[src/rtl/cordic_pkg.sv]
package cordic_pkg;
  localparam int unsigned ATAN_LEN = 18;

  typedef enum logic [1:0] {ST_IDLE, ST_WRAP, ST_ROT} cordic_state_e;

  // arctangent of 2^-k in degrees, 16 fractional bits
  function automatic logic signed [31:0] atan_deg(input int k);
    case (k)
      0:  atan_deg = 32'sd2949120;
      1:  atan_deg = 32'sd1740967;
      2:  atan_deg = 32'sd919879;
      3:  atan_deg = 32'sd466945;
      4:  atan_deg = 32'sd234379;
      5:  atan_deg = 32'sd117304;
      6:  atan_deg = 32'sd58666;
      7:  atan_deg = 32'sd29335;
      8:  atan_deg = 32'sd14668;
      9:  atan_deg = 32'sd7334;
      10: atan_deg = 32'sd3667;
      11: atan_deg = 32'sd1833;
      12: atan_deg = 32'sd917;
      13: atan_deg = 32'sd458;
      14: atan_deg = 32'sd229;
      15: atan_deg = 32'sd115;
      16: atan_deg = 32'sd57;
      17: atan_deg = 32'sd29;
      default: atan_deg = 32'sd0;
    endcase
  endfunction
endpackage

[src/rtl/cordic_range_step.sv]
module cordic_range_step #(
  parameter int DW   = 32,
  parameter int FRAC = 16
) (
  input  logic signed [DW-1:0] theta_i,
  output logic signed [DW-1:0] theta_o,
  output logic                 settled_o,
  output logic                 flip_o
);
  localparam logic signed [DW-1:0] LIM90  = DW'(90 * (2 ** FRAC));
  localparam logic signed [DW-1:0] LIM180 = DW'(180 * (2 ** FRAC));
  localparam logic signed [DW-1:0] TURN   = DW'(360 * (2 ** FRAC));

  always_comb begin
    settled_o = 1'b0;
    flip_o    = 1'b0;
    if (theta_i > LIM180) begin
      theta_o = theta_i - TURN;
    end else if (theta_i < -LIM180) begin
      theta_o = theta_i + TURN;
    end else begin
      settled_o = 1'b1;
      if (theta_i > LIM90) begin
        theta_o = theta_i - LIM180;
        flip_o  = 1'b1;
      end else if (theta_i < -LIM90) begin
        theta_o = theta_i + LIM180;
        flip_o  = 1'b1;
      end else begin
        theta_o = theta_i;
      end
    end
  end
endmodule

[src/rtl/cordic_microrot.sv]
module cordic_microrot #(
  parameter int DW = 32,
  parameter int SW = 5
) (
  input  logic signed [DW-1:0] i_i,
  input  logic signed [DW-1:0] q_i,
  input  logic signed [DW-1:0] acc_i,
  input  logic signed [DW-1:0] target_i,
  input  logic signed [DW-1:0] atan_i,
  input  logic        [SW-1:0] sh_i,
  output logic signed [DW-1:0] i_o,
  output logic signed [DW-1:0] q_o,
  output logic signed [DW-1:0] acc_o
);
  logic signed [DW-1:0] i_sh, q_sh;

  assign i_sh = i_i >>> sh_i;
  assign q_sh = q_i >>> sh_i;

  always_comb begin
    if (target_i > acc_i) begin
      i_o   = i_i - q_sh;
      q_o   = q_i + i_sh;
      acc_o = acc_i + atan_i;
    end else begin
      i_o   = i_i + q_sh;
      q_o   = q_i - i_sh;
      acc_o = acc_i - atan_i;
    end
  end
endmodule

[src/rtl/cordic_sincos.sv]
module cordic_sincos #(
  parameter int DW        = 32,
  parameter int FRAC      = 16,
  parameter int N_ITER    = 18,
  parameter int START_AMP = 39797
) (
  input  logic                 clk_i,
  input  logic                 rst_ni,
  input  logic                 start_i,
  input  logic signed [DW-1:0] angle_i,
  output logic                 busy_o,
  output logic                 done_o,
  output logic signed [DW-1:0] i_o,
  output logic signed [DW-1:0] q_o
);
  import cordic_pkg::*;

  localparam int IW = (N_ITER > 1) ? $clog2(N_ITER) : 1;
  localparam logic [IW-1:0] LAST = IW'(N_ITER - 1);

  cordic_state_e        state_q;
  logic signed [DW-1:0] theta_q, i_q, q_q, acc_q;
  logic                 flip_q, done_q;
  logic [IW-1:0]        idx_q;

  logic signed [DW-1:0] theta_n, i_n, q_n, acc_n, atan_cur;
  logic                 settled, flip_n, in_rot;

  assign atan_cur = DW'(atan_deg(int'(idx_q)));
  assign in_rot   = (state_q == ST_ROT);

  cordic_range_step #(.DW(DW), .FRAC(FRAC)) u_range (
    .theta_i  (theta_q),
    .theta_o  (theta_n),
    .settled_o(settled),
    .flip_o   (flip_n)
  );

  cordic_microrot #(.DW(DW), .SW(IW)) u_rot (
    .i_i     (i_q),
    .q_i     (q_q),
    .acc_i   (acc_q),
    .target_i(theta_q),
    .atan_i  (atan_cur),
    .sh_i    (idx_q),
    .i_o     (i_n),
    .q_o     (q_n),
    .acc_o   (acc_n)
  );

  always_ff @(posedge clk_i or negedge rst_ni) begin
    if (!rst_ni) begin
      state_q <= ST_IDLE;
      theta_q <= '0;
      i_q     <= '0;
      q_q     <= '0;
      acc_q   <= '0;
      flip_q  <= 1'b0;
      idx_q   <= '0;
      done_q  <= 1'b0;
      i_o     <= '0;
      q_o     <= '0;
    end else begin
      done_q <= 1'b0;
      unique case (state_q)
        ST_IDLE: begin
          if (start_i) begin
            theta_q <= angle_i;
            state_q <= ST_WRAP;
          end
        end
        ST_WRAP: begin
          theta_q <= theta_n;
          if (settled) begin
            flip_q  <= flip_n;
            i_q     <= DW'(START_AMP);
            q_q     <= '0;
            acc_q   <= '0;
            idx_q   <= '0;
            state_q <= ST_ROT;
          end
        end
        ST_ROT: begin
          i_q   <= i_n;
          q_q   <= q_n;
          acc_q <= acc_n;
          idx_q <= idx_q + 1'b1;
          if (idx_q == LAST) begin
            i_o     <= flip_q ? -i_n : i_n;
            q_o     <= flip_q ? -q_n : q_n;
            done_q  <= 1'b1;
            state_q <= ST_IDLE;
          end
        end
        default: state_q <= ST_IDLE;
      endcase
    end
  end

  assign busy_o = (state_q != ST_IDLE);
  assign done_o = done_q;
endmodule

[config.mk]
export PLATFORM = sky130hd
export DESIGN_NAME = cordic_sincos
export DESIGN_NICKNAME = d
export VERILOG_FILES = /design/src/rtl/cordic_pkg.sv /design/src/rtl/cordic_range_step.sv /design/src/rtl/cordic_microrot.sv /design/src/rtl/cordic_sincos.sv
export SDC_FILE = /design/constraint.sdc
export NUM_CORES = 1
export LEC_CHECK = 0
export ABC_AREA = 0
export BUFFER_PORTS_ARGS = -buffer_cell sky130_fd_sc_hd__clkbuf_2
export CAP_MARGIN = 25
export CORE_MARGIN = 3
export CORE_UTILIZATION = 45
export CTS_CLUSTER_SIZE = 14
export DETAILED_ROUTE_END_ITERATION = 10
export SLEW_MARGIN = 15
export SYNTH_ARGS = -nofsm -noshare
export SYNTH_HDL_FRONTEND = slang
export SYNTH_HIERARCHICAL = 1
export SYNTH_SLANG_ARGS = --single-unit
[constraint.sdc]
create_clock -name clk_i -period 10.5 [get_ports clk_i]
set_clock_uncertainty 0.15 [all_clocks]
set_input_delay 0 -clock clk_i [delete_from_list [all_inputs] [get_ports clk_i]]
set_output_delay 0 -clock clk_i [all_outputs]
set_load 0.02 [all_outputs]
### After elaboration in Yosys (flattened, before gate mapping)

Memories as Yosys holds them, arrays and structs flattened.
Cells that the tools add are included.
Widths: inputs -> output; s select.

* mux-type cells: 30
* eq/ne operators: 7
* $add $sub $neg: 13
* shift-type cells: 2
* magnitude comparators: 5
* reductions and logical operators: 9

Operators by type and width (number)
* $mux 32: 12
* $pmux 32 s2: 4
* $add 32x32->32: 3
* $sub 32x32->32: 3
* $neg 32->32: 2
* $sshr 32x5->32: 2
* $add 32x25->32 const B: 1
* $add 32x26->32 const B: 1
* $gt 32x24->1 const B: 1
* $gt 32x25->1 const B: 1
* $gt 32x32->1: 1
* $lt 32x24->1 const B: 1
* $lt 32x25->1 const B: 1
* $sub 32x25->32 const B: 1
* $sub 32x26->32 const B: 1
* $pmux 5 s2: 1
* $mux 1: 8
* $mux 2: 3
* $pmux 2 s3: 1
* $reduce_and 2->1: 3
* $reduce_and 3->1: 2
* $reduce_bool 2->1: 3
* $add 5x1->5 const B: 1
* $eq 5x5->1 const B: 1
* other kinds (7): 8

* memories: 1
* word-level logic and storage cells: 77
* bits in read-only memories: 704
* output and inout bits: 66
* flip-flop bits (word level): 201

Memories
* (no name shown): depth 32, bits a word 22, read ports 1, clocked after memory_dff 0, wr ports 0, line cordic_pkg.sv:8 `case (k)`

### Depth between registers and ports, before layout

* depth after elaboration: 6
* gate-level depth with buffers: 34
* gate-level depth less buffers: 28

### By module

Netlist, hierarchy kept.

By module, submodules not included
* cordic_microrot: instances 1, sequential area each 0.0 um2, area an instance 11770.0 um2, cells an instance 1524
* cordic_sincos: instances 1, sequential area each 5029.8 um2, area an instance 9424.0 um2, cells an instance 924
* cordic_range_step: instances 1, sequential area each 0.0 um2, area an instance 1456.4 um2, cells an instance 208

### Least setup slack after synthesis

No wires, ideal clock.

* kind: register to register
* from: register idx_q[0]
* to: register q_o[31]
* path slack: 2.976 ns
* arrival: 7.241 ns
* path buffers: 7
* setup time: 0.133 ns
* stages on the path, launching flop included: 32
* data required time: 10.217 ns
* path through: dfrtp_1 -> buf_6 -> buf_6 -> buf_2 -> buf_2 -> buf_2 -> buf_2 -> mux4_2 -> a22oi_1 -> nand3_1 -> inv_1 -> ha_1 -> inv_1 -> nor3_1 -> and3b_1 -> clkbuf_1 -> nor4b_1 -> a21oi_1 -> xor2_1 -> ha_1 -> a21o_1 -> a21o_1 -> a2111oi_0 -> o31ai_1 -> a21oi_1 -> nor3_1 -> xor2_1 -> or3_1 -> or2_2 -> o41ai_1 -> xor2_1 -> o21ai_0

* word-level cells in the longest chain between the ends: 5

Ends and longest elaborated chain
* from (decl): line cordic_sincos.sv:24 `logic [IW-1:0] idx_q;`
* from (signal assigned): line cordic_sincos.sv:87 `idx_q <= idx_q + 1'b1;`
* $sshr 32x5->32 (*): line cordic_microrot.sv:17 `assign i_sh = i_i >>> sh_i;`
* $sub 32x32->32 or $add 32x32->32 (tied branches): line cordic_microrot.sv:27, cordic_microrot.sv:23
* $mux 32 (*): line cordic_microrot.sv:21 `if (target_i > acc_i) begin`
* via q_n[29]: line cordic_sincos.sv:26 `logic signed [DW-1:0] theta_n, i_n, q_n, acc_n, atan_cur;`
* $neg 32->32 (*): line cordic_sincos.sv:90 `q_o <= flip_q ? -q_n : q_n;`
* $mux 32 (*): line cordic_sincos.sv:90
* to (signal assigned): line cordic_sincos.sv:90
* to (decl): line cordic_sincos.sv:14 `output logic signed [DW-1:0] q_o`

Mark *: on every way through the listed nets, which the timed path passes. The rest lies on a longest branch.
A chain may end at the register's enable or synchronous reset.

### Worst setup path after layout

* from: register idx_q[0]
* to: register i_o[30]

* word-level cells in the longest chain between the ends: 5

Ends and longest elaborated chain
* $sshr 32x5->32 (*): line cordic_microrot.sv:18 `assign q_sh = q_i >>> sh_i;`
* $add 32x32->32 or $sub 32x32->32 (tied branches): line cordic_microrot.sv:26, cordic_microrot.sv:22
* $mux 32 (*): line cordic_microrot.sv:21
* via i_n[29]: line cordic_sincos.sv:26
* $neg 32->32 (*): line cordic_sincos.sv:89 `i_o <= flip_q ? -i_n : i_n;`
* $mux 32 (*): line cordic_sincos.sv:89
* to (signal assigned): line cordic_sincos.sv:89
* to (decl): line cordic_sincos.sv:13 `output logic signed [DW-1:0] i_o,`

Marks and branches as above.

==> out/results.tsv <==
metric	value	unit
status	finished clean	
holdWs	0.1261	ns
max_slew_margin	28.91	%
num_rows	81	
drv_cap	0	
grt_pass1_vias	20230	
crit_family	compound AO/OA/AOI/OAI gates	
cts-htree-levels	1	
hold_class	input pin to flop	
drv_slew	0	
finalWirelength	76490	um
vias	21390	
worst_pin_slew	1.065	ns
post-route-min-period	8.849	ns
setup_tns	0	ns
period_share	84.28	%
layout-drive-gt1-share	12.71	%
grt_max_degree	95	
drcViolationCount	0	
wire_per_inst	22.33	um
avgSynthCellArea	8.528	um2
synth_seq_cells	201	
critPathKind	flop to flop	
drt_iter0_drc	2073	
layout_common_cells	nand2_1, o21ai_0, dfrtp_1, nor2_1, a21oi_1	
synth.distinct_cells	109	
dpl.hpwl	56840	um
firstDrtPassIters	6	
numCtsBuffers	27	
synth_edf_count	0	
die_height	230.4	um
nets	2930	
crit_path_max_incr_delay	0.94	ns
hold_path_depth	4	
port_buffers	100	
yosys_warnings	6	
finalNonFillerCells	3426	
fmax	113.0	MHz
setup_viol	0	
clkSinkCount	201	
rsz0062_at_grt	no	
cp_common_cell	o21ai_0	
antenna_found_initial	0	
die_w	230.4	um
grt_pass1_wl	119700	um
async_flop_share	100.0	%
path_clk_slew	0.06	ns
die-area	53060	um2
synthCells	2656	
cp.arrival	9.10	ns
finalWeightedCongestion	0.9880	
cts_tree	done	
ioPinCount	101	
seq_area_frac_synth	22.21	%
post_cts_buffers	0	
cts_buffer_depth	3	
reg2regPathDepth	26	
cts_root_buf	clkbuf_16	
vias_per_cell	6.244	
overflow	0	
start_util	45.89	%
crit_path_end_kind	flop	
synth_area	22650	um2
num_antenna_cells	0	
crit_required	10.75	ns
final_common_cell	nand2_1	
area_growth_syn_to_layout	10.63	%
worst_path_max_delay_cell	dfrtp_4	
synth_ff_type	dfrtp_1	
worst-path-stages	26	
hold_viol_final	0	
critPathMaxFanout	55	
cp_num_buf_inv	2	
grt_use_total	28.05	%
core	49360	um2
placed_cells	3321	
start_kind	flop	
insertion_delay	0.56	ns
ant_nets	0	
metrics by stage:
step	utilization [%]	area (um2)	setup slack [ns]
detailed placement	47.73	23560	1.964
global placement	47.64	23510	1.987
floorplan	-	22760	2.976
CTS	50.66	25000	1.868
finish	50.77	25060	1.651
global route	50.77	25060	1.084
worst paths after layout:
path	startpoint	end	slack [ns]
worst max-delay path	idx_q[0]	i_o[30]	1.65
worst min-delay path	angle_i[24]	theta_q[24]	0.13
worst max register to register	idx_q[0]	i_o[30]	1.65
worst min register to register	q_o[12]	q_o[12]	0.33
max in group asynchronous	rst_ni	i_q[19]	8.83
min in group asynchronous	rst_ni	q_o[22]	0.55
synthesized netlist by cell type (18+ instances only):
master    number  area [um2]
nor4_1        18       112.6
buf_2         22       110.1
nor3_1        43       215.2
dfrtp_1      201        5030
a22o_1        90       788.3
nand4_1       21       131.4
mux2_2        32       360.4
buf_4         28       210.2
a31oi_1       19       118.9
o41ai_1       28       245.2
clkbuf_1      83       311.6
a22oi_1       18       135.1
mux4_2        63        1419
a211oi_1      30       225.2
nand3_1       46       230.2
ha_1         149        1864
nand2b_1      28       175.2
a21oi_1      162       810.8
xnor2_1      113       989.7
o31ai_1       30       225.2
nand2_1      291        1092
o211ai_1      20       150.1
a21o_1        44       330.3
nor2b_1       29       181.4
o21ai_0      218        1091
inv_1        101       379.1
xor2_1       126        1104
nor2_1       169       634.4
mux2i_1       82       820.8
o21a_1        28       210.2
sequential cells by signal, summed over array words and instances (netlist names):
signal / cells
acc_q: 32
done_o: 1
flip_q: 1
i_o: 32
i_q: 32
idx_q: 5
q_o: 32
q_q: 32
state_q: 2
theta_q: 32
what timing repair did:
item | in CTS | in global routing
gates resized for setup | 0 | 0
endpoints found under the hold margin | 99 | 0
hold buffers | 53 | 0
endpoints found under the setup margin | 0 | 0
cells by family after synthesis:
| group | after synthesis | share of synthesized area, % |
|---|---|---|
| adders and majority gates | 152 | 8.496 |
| AOI/OAI and AO/OA | 829 | 24.69 |
| buffers and inverters | 272 | 5.833 |
| xor gates and xnor gates | 239 | 9.242 |
| and+or+nand+nor | 771 | 16.53 |
| muxes | 191 | 12.99 |
| other | 1 | 0.01656 |
| DFF | 201 | 22.21 |
worst reg2reg max path: stages (launching register included):
cell,delay [ns]
dfrtp_4,0.94
buf_4,0.56
mux4_2,0.63
a22oi_1,0.22
nand2_1,0.11
a211oi_1,0.55
ha_1,0.29
nand3_1,0.14
nor4_1,0.86
nor2_1,0.11
xor2_1,0.28
ha_1,0.33
a211oi_1,0.33
o21ai_0,0.19
a32oi_1,0.24
o31ai_1,0.11
buf_4,0.17
a41oi_1,0.30
o21ai_0,0.19
and3_1,0.24
o22a_1,0.19
a21oi_1,0.18
xnor2_1,0.14
or4_1,0.56
o41ai_1,0.39
xor2_1,0.17
o21ai_0,0.08
routing by layer:
metal | vias up | share of wire, % | track usage, %
li1 | 10030 | - | -
met4 | 0 | 3.1 | 8.320
met2 | 790 | 44 | 43.82
met3 | 127 | 7.2 | 4.158
met1 | 10440 | 45 | 40.25
met5 | - | 0 | 0
final cells by class:
type | count | area [um2]
fill | 4702 | 24300
multi-input combinational | 2213 | 16470
sequential | 201 | 5042
timing repair buffer | 197 | 1440
tap | 664 | 830.8
clock buffer | 37 | 773.2
inverter | 103 | 386.6
clock inverter | 11 | 120.1
Power is left out: the tool's default activity adds up to more than one toggle a clock period on the data nets, which glitch-free logic cannot reach.
